**src/rtl/irq_arb_pkg.sv**
```systemverilog
package irq_arb_pkg;
  localparam int unsigned DEF_N_IRQ = 4;
  localparam int unsigned DEF_LVL_W = 4;
endpackage

```
**src/rtl/irq_eligible.sv**
```systemverilog
module irq_eligible #(
  parameter int unsigned N_IRQ = 4,
  parameter int unsigned LVL_W = 4
) (
  input  logic [N_IRQ-1:0]       req_i,
  input  logic [N_IRQ*LVL_W-1:0] prio_i,
  input  logic [LVL_W-1:0]       mask_i,
  output logic [N_IRQ-1:0]       elig_o
);
  for (genvar k = 0; k < N_IRQ; k++) begin : g_cmp
    logic [LVL_W-1:0] lvl;
    assign lvl       = prio_i[k*LVL_W +: LVL_W];
    // zero priority masks the pin; otherwise must strictly beat the mask
    assign elig_o[k] = req_i[k] && (lvl != '0) && (lvl > mask_i);
  end
endmodule

```
**src/rtl/irq_pick.sv**
```systemverilog
module irq_pick #(
  parameter int unsigned N_IRQ = 4,
  parameter int unsigned LVL_W = 4,
  localparam int unsigned SRC_W = $clog2(N_IRQ + 1),
  localparam int unsigned OUT_W = LVL_W + 1
) (
  input  logic                   nmi_i,
  input  logic [N_IRQ-1:0]       elig_i,
  input  logic [N_IRQ*LVL_W-1:0] prio_i,
  output logic                   valid_o,
  output logic [SRC_W-1:0]       src_o,
  output logic [OUT_W-1:0]       lvl_o
);
  localparam logic [OUT_W-1:0] NMI_LVL = OUT_W'(1) << LVL_W;
  localparam logic [SRC_W-1:0] NMI_ID  = SRC_W'(N_IRQ);

  logic             found;
  logic [LVL_W-1:0] best_lvl;
  logic [SRC_W-1:0] best_idx;

  always_comb begin
    found    = 1'b0;
    best_lvl = '0;
    best_idx = '0;
    // ascending scan with strict compare keeps the lower index on ties
    for (int k = 0; k < N_IRQ; k++) begin
      if (elig_i[k] && (!found || prio_i[k*LVL_W +: LVL_W] > best_lvl)) begin
        found    = 1'b1;
        best_lvl = prio_i[k*LVL_W +: LVL_W];
        best_idx = SRC_W'(k);
      end
    end
  end

  always_comb begin
    if (nmi_i) begin
      valid_o = 1'b1;
      src_o   = NMI_ID;
      lvl_o   = NMI_LVL;
    end else begin
      valid_o = found;
      src_o   = best_idx;
      lvl_o   = {1'b0, best_lvl};
    end
  end
endmodule

```
**src/rtl/irq_state_regs.sv**
```systemverilog
module irq_state_regs #(
  parameter int unsigned N_IRQ = 4,
  parameter int unsigned LVL_W = 4
) (
  input  logic                   clk_i,
  input  logic                   rst_ni,
  input  logic                   prio_we_i,
  input  logic [N_IRQ*LVL_W-1:0] prio_wdata_i,
  input  logic                   load_i,
  input  logic [LVL_W-1:0]       load_val_i,
  input  logic                   mask_we_i,
  input  logic [LVL_W-1:0]       mask_wdata_i,
  output logic [N_IRQ*LVL_W-1:0] prio_o,
  output logic [LVL_W-1:0]       mask_o
);
  always_ff @(posedge clk_i or negedge rst_ni) begin
    if (!rst_ni)        prio_o <= '0;
    else if (prio_we_i) prio_o <= prio_wdata_i;
  end

  always_ff @(posedge clk_i or negedge rst_ni) begin
    if (!rst_ni)        mask_o <= '1;
    else if (load_i)    mask_o <= load_val_i;   // acceptance beats software write
    else if (mask_we_i) mask_o <= mask_wdata_i;
  end
endmodule

```
**src/rtl/irq_prio_arbiter.sv**
```systemverilog
module irq_prio_arbiter
  import irq_arb_pkg::*;
#(
  parameter int unsigned N_IRQ = DEF_N_IRQ,
  parameter int unsigned LVL_W = DEF_LVL_W,
  localparam int unsigned SRC_W = $clog2(N_IRQ + 1),
  localparam int unsigned OUT_W = LVL_W + 1,
  localparam int unsigned PR_W  = N_IRQ * LVL_W
) (
  input  logic             clk_i,
  input  logic             rst_ni,
  input  logic             nmi_req_i,
  input  logic [N_IRQ-1:0] irq_req_i,
  input  logic             prio_we_i,
  input  logic [PR_W-1:0]  prio_wdata_i,
  input  logic             mask_we_i,
  input  logic [LVL_W-1:0] mask_wdata_i,
  input  logic             ack_i,
  output logic             int_req_o,
  output logic [SRC_W-1:0] int_src_o,
  output logic [OUT_W-1:0] int_lvl_o,
  output logic [N_IRQ:0]   accept_o,
  output logic [LVL_W-1:0] mask_o,
  output logic [PR_W-1:0]  prio_o
);
  localparam logic [SRC_W-1:0] NMI_ID = SRC_W'(N_IRQ);

  logic [N_IRQ-1:0] elig;
  logic             take;
  logic [LVL_W-1:0] load_val;

  irq_eligible #(.N_IRQ(N_IRQ), .LVL_W(LVL_W)) u_elig (
    .req_i (irq_req_i),
    .prio_i(prio_o),
    .mask_i(mask_o),
    .elig_o(elig)
  );

  irq_pick #(.N_IRQ(N_IRQ), .LVL_W(LVL_W)) u_pick (
    .nmi_i  (nmi_req_i),
    .elig_i (elig),
    .prio_i (prio_o),
    .valid_o(int_req_o),
    .src_o  (int_src_o),
    .lvl_o  (int_lvl_o)
  );

  assign take     = ack_i && int_req_o;
  assign load_val = (int_src_o == NMI_ID) ? '1 : int_lvl_o[LVL_W-1:0];

  for (genvar k = 0; k <= N_IRQ; k++) begin : g_acc
    assign accept_o[k] = take && (int_src_o == SRC_W'(k));
  end

  irq_state_regs #(.N_IRQ(N_IRQ), .LVL_W(LVL_W)) u_regs (
    .clk_i       (clk_i),
    .rst_ni      (rst_ni),
    .prio_we_i   (prio_we_i),
    .prio_wdata_i(prio_wdata_i),
    .load_i      (take),
    .load_val_i  (load_val),
    .mask_we_i   (mask_we_i),
    .mask_wdata_i(mask_wdata_i),
    .prio_o      (prio_o),
    .mask_o      (mask_o)
  );
endmodule

```
**config.mk**
```make
export PLATFORM = sky130hd
export DESIGN_NAME = irq_prio_arbiter
export DESIGN_NICKNAME = d
export VERILOG_FILES = /design/src/rtl/irq_arb_pkg.sv /design/src/rtl/irq_eligible.sv /design/src/rtl/irq_pick.sv /design/src/rtl/irq_state_regs.sv /design/src/rtl/irq_prio_arbiter.sv
export SDC_FILE = /design/constraint.sdc
export NUM_CORES = 1
export LEC_CHECK = 0
export BUFFER_PORTS_ARGS = -buffer_cell sky130_fd_sc_hd__buf_2
export CAP_MARGIN = 10
export CORE_MARGIN = 2
export CORE_UTILIZATION = 35
export DETAILED_ROUTE_END_ITERATION = 12
export PLACE_DENSITY = 0.61
export SLEW_MARGIN = 20
export SYNTH_ARGS = -nofsm -noshare
export SYNTH_HDL_FRONTEND = slang
export SYNTH_SLANG_ARGS = --single-unit
```
**constraint.sdc**
```tcl
create_clock -name clk_i -period 7.5 [get_ports clk_i]
set_input_delay 1.5 -clock clk_i [delete_from_list [all_inputs] [get_ports clk_i]]
set_output_delay 1.5 -clock clk_i [all_outputs]
set_load 0.01 [all_outputs]
```
==> results of run 1 <==
-- stage by stage --
stage,setup WS [ns],area (sq um),utilization (%),total power [mW]
floorplan,0.291,1770,-,0.428
global placement,0.161,2160,44.9,0.547
detailed placement,0.0385,2160,44.9,0.549
CTS,0.0122,2220,46.1,0.636
global route,-0.00598,2260,46.8,0.708
finish,0.272,2260,46.8,0.651
-- state kept, by name, indices dropped and copies added, names as in the netlist --
register	cells
u_regs.mask_o	4
u_regs.prio_o	16
-- worst max path at each step --
stage | endpoint | slack [ns]
3_3_place_gp | accept_o[0] | 0.16
2_1_floorplan | accept_o[0] | 0.29
6_report | int_lvl_o[3] | 0.27
3_5_place_dp | accept_o[0] | 0.04
4_1_cts | accept_o[0] | 0.01
5_1_grt | int_lvl_o[1] | -0.006
-- power groups by stage --
stage | Clock (mW) | Combinational, mW | Sequential (mW)
floorplan | 0 | 0.263 | 0.165
global placement | 0 | 0.381 | 0.165
detailed placement | 0 | 0.385 | 0.164
CTS | 0.0858 | 0.387 | 0.163
global route | 0.0897 | 0.452 | 0.166
finish | 0.0841 | 0.403 | 0.163
-- routing by layer --
metal / GRT usage (%) / up-vias / part of all wire [%]
met3: 1.87 / 4 / 4.5
met2: 26.2 / 44 / 46
met1: 27.1 / 786 / 48
met5: 0 / - / 0
li1: - / 839 / -
met4: 5.46 / 0 / 1.0
-- synth_stat cells (2+ instances only) --
master     n  area share [%]
a21oi_1   12             3.4
a21oi_2    2            0.99
and2_1     2            0.71
nand2b_1   6             2.1
dfstp_2    4             5.9
nand2_1   16             3.4
a222oi_1   4             2.3
nor2b_1    8             2.8
nand4_1    6             2.1
dfrtp_1   16              23
mux2_4     3             2.5
o21a_1     2            0.85
a22oi_1    3             1.3
mux2i_1    5             2.8
mux2_2     6             3.8
buf_4      2            0.85
inv_1     16             3.4
o21ai_0   15             4.2
nand3_1    3            0.85
or4_1      4             1.7
nor2_1     5             1.1
clkbuf_1   4            0.85
o211ai_1   4             1.7
o22ai_1    4             1.4
ha_1      28              20
-- cell type report --
type | count | area share [%]
tap | 67 | 3.72
inverter | 16 | 2.66
clock buffer | 4 | 2.44
multi-input combinational | 149 | 53.1
timing repair buffer | 68 | 15.6
sequential | 20 | 22.4
-- logic make-up after synthesis --
| kind of cell | share of synthesized area [%] |
|---|---|
| compound gates | 19.7 |
| fa+ha+maj | 19.8 |
| buf+inv | 5.57 |
| mux | 9.17 |
| flops | 28.5 |
| simple gates | 17.3 |
-- critical path, stage by stage --
cell and delay, ns:
buf_2 0.09, nand3_2 0.09, a21oi_4 0.17, nand2_1 0.08, ha_1 0.29, nor2b_1 0.13, o21ai_1 0.14, a21oi_2 0.10
o21a_4 0.24, a22oi_2 0.18, ha_1 0.28, nor2b_1 0.13, o21ai_0 0.15, a21oi_1 0.09, o21a_2 0.28, mux2_4 0.34
ha_1 0.29, a21oi_1 0.16, o21ai_0 0.11, o21a_1 0.12, o21ai_2 0.14, buf_4 0.16, nand2b_1 0.11, o22ai_1 0.19
buf_2 0.16
-- timing repair --
action,in CTS,in global routing
setup buffers,0,1
gates resized for setup,0,8
hold buffers,0,0
endpoints found under the setup margin,0,10
==> results.ini, run 1 <==
[outcome]
status=finished, final reports clean

[routing]
routed_wl_mm=4.98
dr.pass1.iters=4
antenna_left=0
wire_per_inst_um=15.4
vias=1673
drc_errors=0
viasPerCell=5.16
initialDrtViolationCount=63

[place]
post-dp-hpwl_mm=3.92
dp_cells=319
gp_congestion=0.844
port_buffers=63

[global_route]
first_global_vias=1494
antenna_found_initial=0
grt_max_degree=27
grt-ovfl-total=0
grt_pass1_wl_mm=7.53
grt_usage_pct=17.7

[pwr]
ir_drop_mv=0.124
combPwrFrac_pct=62.0
p_per_area_nw_per_um2=288
seqPwrFrac_pct=25.1
clockPowerShare_pct=12.9
switchingPower_mw=0.288
switching_share_pct=44.3
power_leakage_nw=1.11
p_int_mw=0.362

[yosys]
synth_enable_flop_cells=0
syn_nets=251
synth_cell_types=38
avgSynthCellArea_sq_um=9.19
synth_cells=193
synth_warnings=0
async_flop_share_pct=100
syn_area_sq_um=1770
ys_ff_latch=20
ys.flop_type=dfrtp_1
ys_seq_area_share_pct=28.5

[flow_run]
drv_cap=0

[min_path]
hold_end=u_regs.mask_o[2]
min_from=u_regs.mask_o[2]
whs_path_depth=2
hold_path_class=flip-flop to flip-flop

[timing]
fmax_mhz=138
timing.hold.ws_ns=0.616
drv_slew=0
hold_viol_final=0
fin_tns_setup_ns=0
worst_pin_slew_ns=0.466
relSlewSlack_pct=68.9
post-route-period-util_pct=96.4
fin_crit_ns=7.23
setup_viol_count_final=0
fin_worst_skew_ns=0.00220

[critical_path]
worst-r2r-setup-slack_ns=1.96
crit_fanout=8
ff2ff_path_depth=29
critPathLaunch=irq_req_i[0]
timing.rr.end=u_regs.mask_o[0]
rr_startpoint=u_regs.mask_o[1]
crit_arrival_ns=5.73
required_ns=6.00
cp-start-kind=input port
endpoint_kind=primary output
crit_type=input port to primary output

[clocking]
cts.sinks=20
clock_path_buffers=2
clkTransAtPathRegs_ns=0.07
cts_buffers=3
htree_levels=1
insertion_delay_ns=0.26
cts_root_buf=clkbuf_8
tritoncts=done

[layout]
antennaDiodeCount=0
filler_cell_count=486
post_layout_nonfiller_instances=324
nNetsFinal=316
final_common_cell=buf_2
multi_input_area_sq_um=1200
areaGrowthSynthToFinish_pct=27.2
layout-drive-gt1-share_pct=38.1
seqCellArea_sq_um=505
final_cell_mix=buf_2, ha_1, inv_1, nand2_1, dfrtp_1

[floorplanning]
start_util_pct=36.8
die-height_um=75.2
rows=25
die_w_um=75.2
ios=64
die_area_sq_um=5650
core_sq_um=4820

(Power assumes the default switching activity.)
==> run 2, diff against run 1 <==
Settings changed: BUFFER_PORTS_ARGS -buffer_cell sky130_fd_sc_hd__buf_2 to -buffer_cell sky130_fd_sc_hd__buf_4.
==> results.ini, run 2 (synthesis results as in run 1) <==
[clocking]
tritoncts=done
clkTransAtPathRegs_ns=0.07
htree_levels=1
cts_buffers=3
cts_root_buf=clkbuf_8
insertion_delay_ns=0.26
cts-hold-fix-buffers=0
cts.sinks=20
clock_path_buffers=2

[layout]
final_cell_mix=buf_4, ha_1, inv_1, nand2_1, dfrtp_1
top_register=u_regs.prio_o
areaGrowthSynthToFinish_pct=37.1
antennaDiodeCount=0
post_layout_nonfiller_instances=325
largest_reg_flops=16
layout-drive-gt1-share_pct=38.8
final_common_cell=buf_4
filler_cell_count=492
nNetsFinal=317
top_regs=u_regs.prio_o (16), u_regs.mask_o (4)

[floorplanning]
core_sq_um=4820
ios=64
rows=25
die-height_um=75.2
start_util_pct=36.8
die_w_um=75.2
die_area_sq_um=5650

[place]
post-dp-hpwl_mm=4.05
gp_congestion=0.883
port_buffers=63
dp_cells=320

[routing]
wire_per_inst_um=15.5
routed_wl_mm=5.03
antenna_left=0
viasPerCell=5.10
vias=1656
drc_errors=0
dr.pass1.iters=4
initialDrtViolationCount=92

[min_path]
hold_end=u_regs.mask_o[3]
min_from=u_regs.mask_o[3]
whs_path_depth=2
hold_path_class=flip-flop to flip-flop

[global_route]
grt_usage_pct=18.2
first_global_vias=1522
antenna_found_initial=0
grt_max_degree=27
grt_pass1_wl_mm=7.73
grt-ovfl-total=0

[timing]
hold_viol_final=0
post-route-period-util_pct=96.3
timing.hold.ws_ns=0.633
setup_viol_count_final=0
fin_worst_skew_ns=0.00698
fin_tns_setup_ns=0
worst_pin_slew_ns=0.356
drv_slew=0
fin_crit_ns=7.22
relSlewSlack_pct=76.1
fmax_mhz=139

[critical_path]
endpoint_kind=primary output
worst-r2r-setup-slack_ns=1.96
crit_type=input port to primary output
crit_arrival_ns=5.72
crit_path_max_incr_delay_ns=0.33
ff2ff_path_depth=27
slowest_stage=mux2_4
rr_startpoint=u_regs.mask_o[1]
cp-start-kind=input port
crit_fanout=8
timing.rr.end=u_regs.mask_o[2]
required_ns=6.00

[pwr]
power_leakage_nw=1.17
ir_drop_mv=0.134
p_per_area_nw_per_um2=279

[outcome]
status=finished, final reports clean

[flow_run]
drv_cap=0

-- run 2: area by class of cell --
cell class                      count  area [sq um]  area share (%)
Clock buffer                        4          55.1            2.26
Timing Repair Buffer               69           518            21.3
Inverter                           16          60.1            2.47
Multi-Input combinational cell    149          1210            49.7
Sequential cell                    20           505            20.8
Tap cell                           67          83.8            3.45
-- run 2: where the power goes --
group	internal, mW	switching [mW]
sequential	0.135	0.0314
combinational	0.207	0.223
clock	0.0467	0.0341
-- run 2: worst max-delay path, delay by kind of cell --
| family | cells | cell delay, ns |
|---|---|---|
| AOI/OAI and AO/OA | 13 | 2.07 |
| adders and majority gates | 3 | 0.88 |
| and+or+nand+nor | 5 | 0.53 |
| buffers and inverters | 3 | 0.41 |
| muxes | 1 | 0.33 |
-- run 2: how the worst max path moves through the flow --
| stage | startpoint | slack [ns] | cells after the start | end |
|---|---|---|---|---|
| 6_report | irq_req_i[0] | 0.28 | 25 | int_lvl_o[3] |
| 5_1_grt | u_regs.mask_o[1] | -0.01 | 27 | int_lvl_o[0] |
| 4_1_cts | irq_req_i[0] | 0.004 | 24 | accept_o[0] |
| 3_5_place_dp | irq_req_i[0] | -0.08 | 24 | accept_o[0] |
| 3_3_place_gp | irq_req_i[0] | 0.07 | 24 | accept_o[0] |
| 2_1_floorplan | irq_req_i[0] | 0.29 | 23 | accept_o[0] |
-- run 2: metrics by stage --
stage | total power, mW | utilization, % | setup slack [ns] | cell area, sq um
4_1_cts | 0.666 | 49.6 | 0.00432 | 2390
5_1_grt | 0.737 | 50.5 | -0.0150 | 2430
3_3_place_gp | 0.577 | 48.3 | 0.0674 | 2330
2_1_floorplan | 0.428 | - | 0.291 | 1770
3_5_place_dp | 0.581 | 48.3 | -0.0823 | 2330
6_report | 0.678 | 50.5 | 0.281 | 2430
-- run 2: timing repair --
| action | CTS | global route |
|---|---|---|
| pin swaps | 0 | 1 |
| buffers inserted | 0 | 1 |
| gates resized for setup | 2 | 8 |
| endpoints found under the setup margin | 1 | 8 |
-- run 2: per-layer routing --
layer | part of all wire, % | track usage (%) | wire length [um] | vias up
met5 | 0 | 0 | 0 | -
met4 | 0.95 | 5.26 | 48 | 0
met3 | 3.7 | 1.61 | 186 | 4
met2 | 47 | 28.1 | 2350 | 36
met1 | 49 | 27.2 | 2450 | 782
li1 | - | - | - | 834
==> run 3, diff against run 2 <==
Settings changed: PLACE_DENSITY 0.61 to 0.63.
Clock period 7.5 ns to 6 ns, I/O delays scaled along.
==> results.ini, run 3 (synthesis results as in run 1) <==
[layout]
antennaDiodeCount=0
post-route-util_pct=58.0
seqCellArea_sq_um=505
filler_cell_count=470
layout-drive-gt1-share_pct=50.7
final_cell_mix=buf_4, ha_1, dfrtp_1
nNetsFinal=345
multi_input_area_sq_um=1350
areaGrowthSynthToFinish_pct=57.6
top_regs=u_regs.prio_o (16), u_regs.mask_o (4)
largest_reg_flops=16
top_register=u_regs.prio_o
final_common_cell=buf_4

[outcome]
status=complete, but fails checks
violations=negative setup slack

[routing]
antenna_left=0
routed_wl_mm=5.50
dr.pass1.iters=4
drc_errors=0
initialDrtViolationCount=100
viasPerCell=5.20
vias=1834
wire_per_inst_um=15.6

[clocking]
clock_path_buffers=2
htree_levels=1
tritoncts=done
cts-hold-fix-buffers=0
cts_buffers=3
cts.sinks=20
cts_root_buf=clkbuf_8
clkTransAtPathRegs_ns=0.08
insertion_delay_ns=0.26

[global_route]
antenna_found_initial=0
grt-ovfl-total=0
grt_max_degree=27
grt_pass1_wl_mm=8.51
first_global_vias=1723
grt_usage_pct=19.9

[min_path]
min_from=u_regs.prio_o[10]
whs_path_depth=2
hold_path_class=flip-flop to flip-flop
hold_end=u_regs.prio_o[10]

[timing]
worst_slack_ns=-0.342
drv_slew=0
hold_viol_final=0
worst_pin_slew_ns=0.389
timing.hold.ws_ns=0.677
fin_worst_skew_ns=0.00152
rsz0062_at_grt=yes
setup_viol_count_final=10
post-route-period-util_pct=106
relSlewSlack_pct=74.1
fmax_mhz=158
fin_crit_ns=6.34

[floorplanning]
die-height_um=75.2
start_util_pct=36.8
ios=64
die_w_um=75.2
rows=25
die_area_sq_um=5650
core_sq_um=4820

[critical_path]
cp-start-kind=flip-flop
required_ns=4.80
ff2ff_path_depth=28
crit_fanout=5
crit_arrival_ns=5.14
timing.rr.end=u_regs.mask_o[0]
slowest_stage=dfstp_2
critPathLaunch=u_regs.mask_o[1]
crit_path_max_incr_delay_ns=0.56
crit_type=flip-flop to primary output
cpMostUsedCell=a21oi_4
rr_startpoint=u_regs.mask_o[1]
endpoint_kind=primary output
worst-r2r-setup-slack_ns=0.65

[place]
post-dp-hpwl_mm=4.28
gp_congestion=0.858
port_buffers=63
place_ws_ns=-0.438

[pwr]
p_per_area_nw_per_um2=372
power_leakage_nw=1.32
power.total_mw=1.04
ir_drop_mv=0.142

[flow_run]
drv_cap=0

run 3: routing by layer:
layer	track usage [%]	part of all wire, %	wire [um]
met1	29.3	47	2600
met2	32.4	49	2680
met3	1.34	3.2	178
met4	4.09	0.78	43
met5	0	0	0
run 3: area by class of cell:
| cell class | instances | area share (%) |
|---|---|---|
| Clock buffer | 4 | 1.97 |
| Inverter | 16 | 2.24 |
| Multi-Input combinational cell | 149 | 48.4 |
| Sequential cell | 20 | 18.1 |
| Tap cell | 67 | 3.00 |
| Timing Repair Buffer | 97 | 26.3 |
run 3: worst max-delay path: cells and delay by family, from the launching register on:
| kind | cells | cell delay (ns) |
|---|---|---|
| AOI/OAI and AO/OA | 13 | 1.83 |
| and+or+nand+nor | 6 | 0.78 |
| buffers and inverters | 3 | 0.33 |
| muxes | 1 | 0.34 |
| adders and majority gates | 4 | 1.06 |
| DFF | 1 | 0.56 |
run 3: where the power goes:
| part | switching (mW) | total [mW] | internal [mW] |
|---|---|---|---|
| Combinational | 0.352 | 0.738 | 0.385 |
| Clock | 0.0463 | 0.105 | 0.0584 |
| Sequential | 0.0290 | 0.197 | 0.168 |
| Total | 0.428 | 1.04 | 0.612 |
run 3: how the worst max path moves through the flow:
stage               slack (ns)  cells after the start           to
detailed placement       -0.44                     24  accept_o[0]
finish                   -0.34                     27  accept_o[0]
floorplan                -0.10                     23  accept_o[0]
global route             -0.61                     27  accept_o[0]
CTS                      -0.42                     27  accept_o[0]
global placement         -0.31                     24  accept_o[0]
run 3: timing repair:
item | 4_1_cts | 5_1_grt
setup buffers | 6 | 2
pin swaps | 18 | 11
endpoints found under the setup margin | 10 | 10
resized for setup | 7 | 18
run 3: stage by stage:
| stage | instance area [sq um] | instances | TNS [ns] |
|---|---|---|---|
| 5_1_grt | 2790 | 353 | -5.50 |
| 2_1_floorplan | 1860 | 193 | -0.339 |
| 3_3_place_gp | 2570 | 341 | -2.61 |
| 3_5_place_dp | 2570 | 341 | -3.75 |
| 6_report | 2790 | 353 | -2.79 |
| 4_1_cts | 2700 | 351 | -3.69 |
